**src/rtl/lpg_pkg.sv**
```systemverilog
package lpg_pkg;

    localparam int NSEQ   = 4;
    localparam int NCHG   = 4;
    localparam int CNT_W  = 12;
    localparam int HALF_W = CNT_W / 2;
    localparam int SEL_W  = $clog2(NSEQ);
    localparam int CIDX_W = $clog2(NCHG);
    localparam int ADDR_W = 5;

    localparam logic [ADDR_W-1:0] ADDR_CTRL     = ADDR_W'(0);
    localparam logic [ADDR_W-1:0] ADDR_START    = ADDR_W'(1);
    localparam logic [ADDR_W-1:0] ADDR_PTR_LO   = ADDR_W'(2);
    localparam logic [ADDR_W-1:0] ADDR_PTR_HI   = ADDR_W'(3);
    localparam int                ADDR_TOG_BASE = 8;
    localparam int                ADDR_CHG_BASE = 24;

    localparam logic [CNT_W-1:0] TOG_OFF = {CNT_W{1'b1}};

    typedef struct packed {
        logic                             src_ext;
        logic                             ext_high;
        logic [NSEQ-1:0]                  start;
        logic [NCHG-1:0][SEL_W-1:0]       ptr;
        logic [NSEQ-1:0][CNT_W-1:0]       tog1;
        logic [NSEQ-1:0][CNT_W-1:0]       tog2;
        logic [NCHG-1:0][CNT_W-1:0]       chg;
    } lpg_cfg_t;

    function automatic lpg_cfg_t lpg_reset_cfg();
        lpg_cfg_t c;
        c.src_ext  = 1'b1;
        c.ext_high = 1'b0;
        c.start    = 4'b1011;
        c.ptr[0]   = 2'd3;
        c.ptr[1]   = 2'd1;
        c.ptr[2]   = 2'd0;
        c.ptr[3]   = 2'd3;
        c.tog1[0]  = 12'h00E;
        c.tog2[0]  = 12'h02B;
        c.tog1[1]  = 12'h1AB;
        c.tog2[1]  = TOG_OFF;
        c.tog1[2]  = TOG_OFF;
        c.tog2[2]  = TOG_OFF;
        c.tog1[3]  = TOG_OFF;
        c.tog2[3]  = TOG_OFF;
        c.chg[0]   = '0;
        c.chg[1]   = 12'h001;
        c.chg[2]   = 12'h002;
        c.chg[3]   = 12'h0F7;
        return c;
    endfunction

endpackage

```
**src/rtl/lpg_regs.sv**
```systemverilog
module lpg_regs
    import lpg_pkg::*;
(
    input  logic              clk,
    input  logic              rst_n,
    input  logic              wr_en,
    input  logic [ADDR_W-1:0] wr_addr,
    input  logic [HALF_W-1:0] wr_data,
    output lpg_cfg_t          cfg
);

    lpg_cfg_t cfg_d, cfg_q;

    always_comb begin
        cfg_d = cfg_q;
        if (wr_en) begin
            if (wr_addr == ADDR_CTRL) begin
                cfg_d.src_ext  = wr_data[0];
                cfg_d.ext_high = wr_data[1];
            end
            if (wr_addr == ADDR_START) begin
                cfg_d.start = wr_data[NSEQ-1:0];
            end
            if (wr_addr == ADDR_PTR_LO) begin
                for (int c = 0; c < 3; c++) begin
                    cfg_d.ptr[c] = wr_data[c*SEL_W +: SEL_W];
                end
            end
            if (wr_addr == ADDR_PTR_HI) begin
                cfg_d.ptr[3] = wr_data[SEL_W-1:0];
            end
            for (int s = 0; s < NSEQ; s++) begin
                if (wr_addr == ADDR_W'(ADDR_TOG_BASE + 4*s + 0)) cfg_d.tog1[s][HALF_W-1:0]     = wr_data;
                if (wr_addr == ADDR_W'(ADDR_TOG_BASE + 4*s + 1)) cfg_d.tog1[s][CNT_W-1:HALF_W] = wr_data;
                if (wr_addr == ADDR_W'(ADDR_TOG_BASE + 4*s + 2)) cfg_d.tog2[s][HALF_W-1:0]     = wr_data;
                if (wr_addr == ADDR_W'(ADDR_TOG_BASE + 4*s + 3)) cfg_d.tog2[s][CNT_W-1:HALF_W] = wr_data;
            end
            for (int c = 1; c < NCHG; c++) begin
                if (wr_addr == ADDR_W'(ADDR_CHG_BASE + 2*(c-1) + 0)) cfg_d.chg[c][HALF_W-1:0]     = wr_data;
                if (wr_addr == ADDR_W'(ADDR_CHG_BASE + 2*(c-1) + 1)) cfg_d.chg[c][CNT_W-1:HALF_W] = wr_data;
            end
        end
        cfg_d.chg[0] = '0;
    end

    always_ff @(posedge clk or negedge rst_n) begin
        if (!rst_n) cfg_q <= lpg_reset_cfg();
        else        cfg_q <= cfg_d;
    end

    assign cfg = cfg_q;

    // a start-level write shows up one clock later
    assert_start_write_R1: assert property (@(posedge clk) disable iff (!rst_n)
        (wr_en && wr_addr == ADDR_START) |=> (cfg_q.start == $past(wr_data[NSEQ-1:0])));

endmodule

```
**src/rtl/lpg_seq_sel.sv**
```systemverilog
module lpg_seq_sel
    import lpg_pkg::*;
(
    input  logic [CNT_W-1:0]                line_cnt,
    input  logic [NCHG-1:0][CNT_W-1:0]      chg,
    input  logic [NCHG-1:0][SEL_W-1:0]      ptr,
    output logic [CIDX_W-1:0]               sel_idx,
    output logic [SEL_W-1:0]                sel_seq
);

    logic [CNT_W-1:0] best_line;

    always_comb begin
        sel_idx   = '0;
        best_line = chg[0];
        for (int c = 1; c < NCHG; c++) begin
            if (chg[c] <= line_cnt && chg[c] >= best_line) begin
                sel_idx   = CIDX_W'(c);
                best_line = chg[c];
            end
        end
        sel_seq = ptr[sel_idx];
    end

endmodule

```
**src/rtl/lpg_wave.sv**
```systemverilog
module lpg_wave
    import lpg_pkg::*;
(
    input  logic             clk,
    input  logic             rst_n,
    input  logic [CNT_W-1:0] pix_cnt,
    input  logic [SEL_W-1:0] sel_new,
    input  logic             ext_in,
    input  lpg_cfg_t         cfg,
    output logic             pulse
);

    typedef struct packed {
        logic             lvl;
        logic [SEL_W-1:0] act;
        logic [1:0]       sync;
        logic             out;
    } wave_st_t;

    wave_st_t st_d, st_q;

    logic             line_start;
    logic [SEL_W-1:0] seq;
    logic             base;
    logic             hit1, hit2;
    logic             ext_act;

    always_comb begin
        st_d       = st_q;
        line_start = (pix_cnt == '0);
        seq        = line_start ? sel_new : st_q.act;
        base       = line_start ? cfg.start[seq] : st_q.lvl;
        hit1       = (pix_cnt == cfg.tog1[seq]) && (cfg.tog1[seq] != TOG_OFF);
        hit2       = (pix_cnt == cfg.tog2[seq]) && (cfg.tog2[seq] != TOG_OFF);
        ext_act    = cfg.ext_high ? st_q.sync[1] : ~st_q.sync[1];

        st_d.act   = seq;
        st_d.lvl   = base ^ hit1 ^ hit2;
        st_d.sync  = {st_q.sync[0], ext_in};
        st_d.out   = cfg.src_ext ? ext_act : st_d.lvl;
    end

    always_ff @(posedge clk or negedge rst_n) begin
        if (!rst_n) st_q <= '0;
        else        st_q <= st_d;
    end

    assign pulse = st_q.out;

    // pixel 0 loads the start level of the selected sequence
    assert_line_start_R3: assert property (@(posedge clk) disable iff (!rst_n)
        (!cfg.src_ext && pix_cnt == '0 && cfg.tog1[sel_new] != '0 && cfg.tog2[sel_new] != '0)
        |=> (pulse == $past(cfg.start[sel_new])));

    // away from pixel 0 and both toggles the level holds
    assert_level_hold_R4: assert property (@(posedge clk) disable iff (!rst_n)
        (pix_cnt != '0 && pix_cnt != cfg.tog1[st_q.act] && pix_cnt != cfg.tog2[st_q.act])
        |=> $stable(st_q.lvl));

    // the active sequence changes only at pixel 0
    assert_seq_latched_R7: assert property (@(posedge clk) disable iff (!rst_n)
        (pix_cnt != '0) |=> $stable(st_q.act));

endmodule

```
**src/rtl/line_pulse_gen.sv**
```systemverilog
module line_pulse_gen
    import lpg_pkg::*;
(
    input  logic              clk,
    input  logic              rst_n,
    input  logic [CNT_W-1:0]  pix_cnt,
    input  logic [CNT_W-1:0]  line_cnt,
    input  logic              ext_in,
    input  logic              wr_en,
    input  logic [ADDR_W-1:0] wr_addr,
    input  logic [HALF_W-1:0] wr_data,
    output logic              pulse_out
);

    lpg_cfg_t          cfg;
    logic [CIDX_W-1:0] sel_idx;
    logic [SEL_W-1:0]  sel_seq;

    lpg_regs u_regs (
        .clk     (clk),
        .rst_n   (rst_n),
        .wr_en   (wr_en),
        .wr_addr (wr_addr),
        .wr_data (wr_data),
        .cfg     (cfg)
    );

    lpg_seq_sel u_sel (
        .line_cnt (line_cnt),
        .chg      (cfg.chg),
        .ptr      (cfg.ptr),
        .sel_idx  (sel_idx),
        .sel_seq  (sel_seq)
    );

    lpg_wave u_wave (
        .clk     (clk),
        .rst_n   (rst_n),
        .pix_cnt (pix_cnt),
        .sel_new (sel_seq),
        .ext_in  (ext_in),
        .cfg     (cfg),
        .pulse   (pulse_out)
    );

    // the chosen change entry never starts after the current line
    assert_sel_not_ahead_R6: assert property (@(posedge clk) disable iff (!rst_n)
        cfg.chg[sel_idx] <= line_cnt);

endmodule

```
**config.mk**
```make
export PLATFORM = sky130hd
export DESIGN_NAME = line_pulse_gen
export DESIGN_NICKNAME = d
export VERILOG_FILES = /design/src/rtl/lpg_pkg.sv /design/src/rtl/lpg_regs.sv /design/src/rtl/lpg_seq_sel.sv /design/src/rtl/lpg_wave.sv /design/src/rtl/line_pulse_gen.sv
export SDC_FILE = /design/constraint.sdc
export NUM_CORES = 1
export LEC_CHECK = 0
export BUFFER_PORTS_ARGS = -buffer_cell sky130_fd_sc_hd__buf_2
export CAP_MARGIN = 20
export CORE_ASPECT_RATIO = 0.6
export CORE_MARGIN = 1.5
export CORE_UTILIZATION = 50
export CTS_CLUSTER_SIZE = 8
export DETAILED_ROUTE_END_ITERATION = 16
export PLACE_DENSITY = 0.74
export SLEW_MARGIN = 15
export SYNTH_ARGS = -nofsm -noshare
export SYNTH_HDL_FRONTEND = slang
export SYNTH_HIERARCHICAL = 1
export SYNTH_SLANG_ARGS = --single-unit
export TNS_END_PERCENT = 1
```
**constraint.sdc**
```tcl
create_clock -name clk -period 10.5 [get_ports clk]
set_input_delay 1.05 -clock clk [delete_from_list [all_inputs] [get_ports clk]]
set_output_delay 1.05 -clock clk [all_outputs]
set_load 0.02 [all_outputs]
```
==> impl_metrics.ini <==
[run_status]
outcome = complete, no violations

[clock_network]
clk_latency_ns = 0.43
cts_setup_buffers = 0
cts_tree = built
clockRootBuffer = clkbuf_16
htreeDepth = 4
path_clk_slew_ns = 0.07
cts_resized = 0
cts_hold_buffers = 0
cts.sinks = 152
cts_buffers = 17
clockBufferDepth = 2

[grt]
track_usage = 0.266
antenna_found_initial = 0
overflow = 0
grt_pass1_vias = 6670
grt_max_degree = 81
grt_pass1_wl_um = 39500

[setup_path]
crit_path_end = u_wave/pulse
slowest_stage = nand2_1
slowest_delay_ns = 0.66
cp-startpoint = line_cnt[10]
r2r-end = u_wave/pulse
cp-start-kind = input pin
r2r_start = u_regs/cfg[22]
required_ns = 10.82
cp_max_fo = 25
arrival_ns = 9.87
reg2reg_slack_ns = 1.27
path_class = input pin to flop
cp-end-kind = flop
ff2ff_path_depth = 33

[place]
portBuffers = 39
gp_congestion = 0.919
hpwl_um = 17900

[timing]
tns_ns = 0
slew_viol_final = 0
fmax_mhz = 105
rsz0062_at_grt = false
relSlewSlack = 0.353
period_needed_ns = 9.55
finClkSkew_ns = 0.00961
worst_slew_pin_slew_ns = 0.970
hold_violations = 0
period_share = 0.909
setup_violations = 0

[hold_path]
min_path_type = flop to flop

[die]
core_um2 = 18400
die_x_um = 181
start_util = 0.519
row_count = 38
dieArea_um2 = 20000
die_h_um = 110
io_pins = 40

[finish]
syn_to_final_growth_pct = 9.94
diodes = 0
drive_gt1_frac = 0.394
num-fill-cells = 1559
nets = 964
post-route-util = 0.571

[synthesis]
syn_area_um2 = 9550
synth_cells = 828
syn_area_per_cell_um2 = 11.5
ys_warn_count = 6

[power]
leakage_nw = 4.41
ir_worst_vdd_mv = 0.144
p_per_area_nw_per_um2 = 197

[drt]
vias = 6910
dr.pass1.iters = 5
wl_um = 25300
avgRoutedWirePerCell_um = 22.9
postRouteAntennaNets = 0
drc = 0
vias_per_cell = 6.25
drtIter0Drc = 784

[run]
cap_violations = 0
[sequential cells by signal, summed over array words and instances (netlist names)]
register,cells
u_regs/cfg,146
u_wave/st_q,4
u_wave/pulse,1
u_wave/st_d,1
[where the power goes]
part           total [mW]  leakage, nW  internal, mW  switching [mW]
registers           0.863         1.73         0.750           0.113
logic               0.563         2.39         0.275           0.287
clock network       0.642        0.297         0.382           0.260
total                2.07         4.41          1.41           0.661
[cells in the final DEF, fill, tap and decap left out, types with 11 or more instances in the layout]
cell / instances
and3_1: 12
nor2_1: 29
o21ai_0: 12
a21o_1: 19
ha_1: 72
xnor2_1: 19
dfstp_2: 91
clkbuf_16: 17
nand4_1: 38
inv_1: 28
conb_1: 12
mux2_2: 146
nor3_1: 14
a21oi_1: 32
mux2i_1: 18
buf_2: 38
dfrtp_1: 61
nand2_1: 36
a21boi_0: 19
nand2b_1: 13
mux4_2: 11
[cell type report]
class                   instances  area (µm²)  area share
clock buffers                  18         439      0.0418
repair buffers                 46         254      0.0242
clock inverters                14         173      0.0164
flip-flops and latches        152        3920       0.373
multi-input cells             607        5300       0.505
inverters                      29         111      0.0106
well taps                     240         300      0.0286
[per-layer routing]
metal  GRT usage  wire, µm
met5           0         0
met1       0.417     12800
met2       0.370     10100
met3      0.0604      2110
met4      0.0577       317
[how the worst min path moves through the flow]
stage | slack, ns | startpoint | to | depth (start not counted)
final | 0.35 | u_wave/st_d[2] | u_wave/st_q[2] | 0
after global routing | 0.35 | u_wave/st_d[2] | u_wave/st_q[2] | 0
after global placement | 0.33 | u_wave/st_d[2] | u_wave/st_q[2] | 0
after detailed placement | 0.33 | u_wave/st_d[2] | u_wave/st_q[2] | 0
after floorplan | 0.33 | u_wave/st_d[2] | u_wave/st_q[2] | 0
after CTS | 0.35 | u_wave/st_d[2] | u_wave/st_q[2] | 0
[through the flow]
stage,hold slack [ns],power [mW],worst slack [ns],instances,instance area [µm²]
after floorplan,0.331,1.23,2.00,839,9590
after global placement,0.333,1.39,0.916,1074,9890
after detailed placement,0.335,1.41,0.693,1074,9890
after CTS,0.349,2.06,1.08,1106,10500
after global routing,0.354,2.17,0.429,1106,10500
final,0.348,2.07,0.955,1106,10500
[critical path: cells and delay by family]
family / cells / cell delay, ns
AND/OR/NAND/NOR: 12 / 3.73
XOR/XNOR: 2 / 0.33
multiplexers: 4 / 1.17
adder cells (fa/ha/maj): 3 / 0.90
AO/OA/AOI/OAI: 11 / 2.27
buffers and inverters: 3 / 0.38
(Power assumes the default switching activity.)
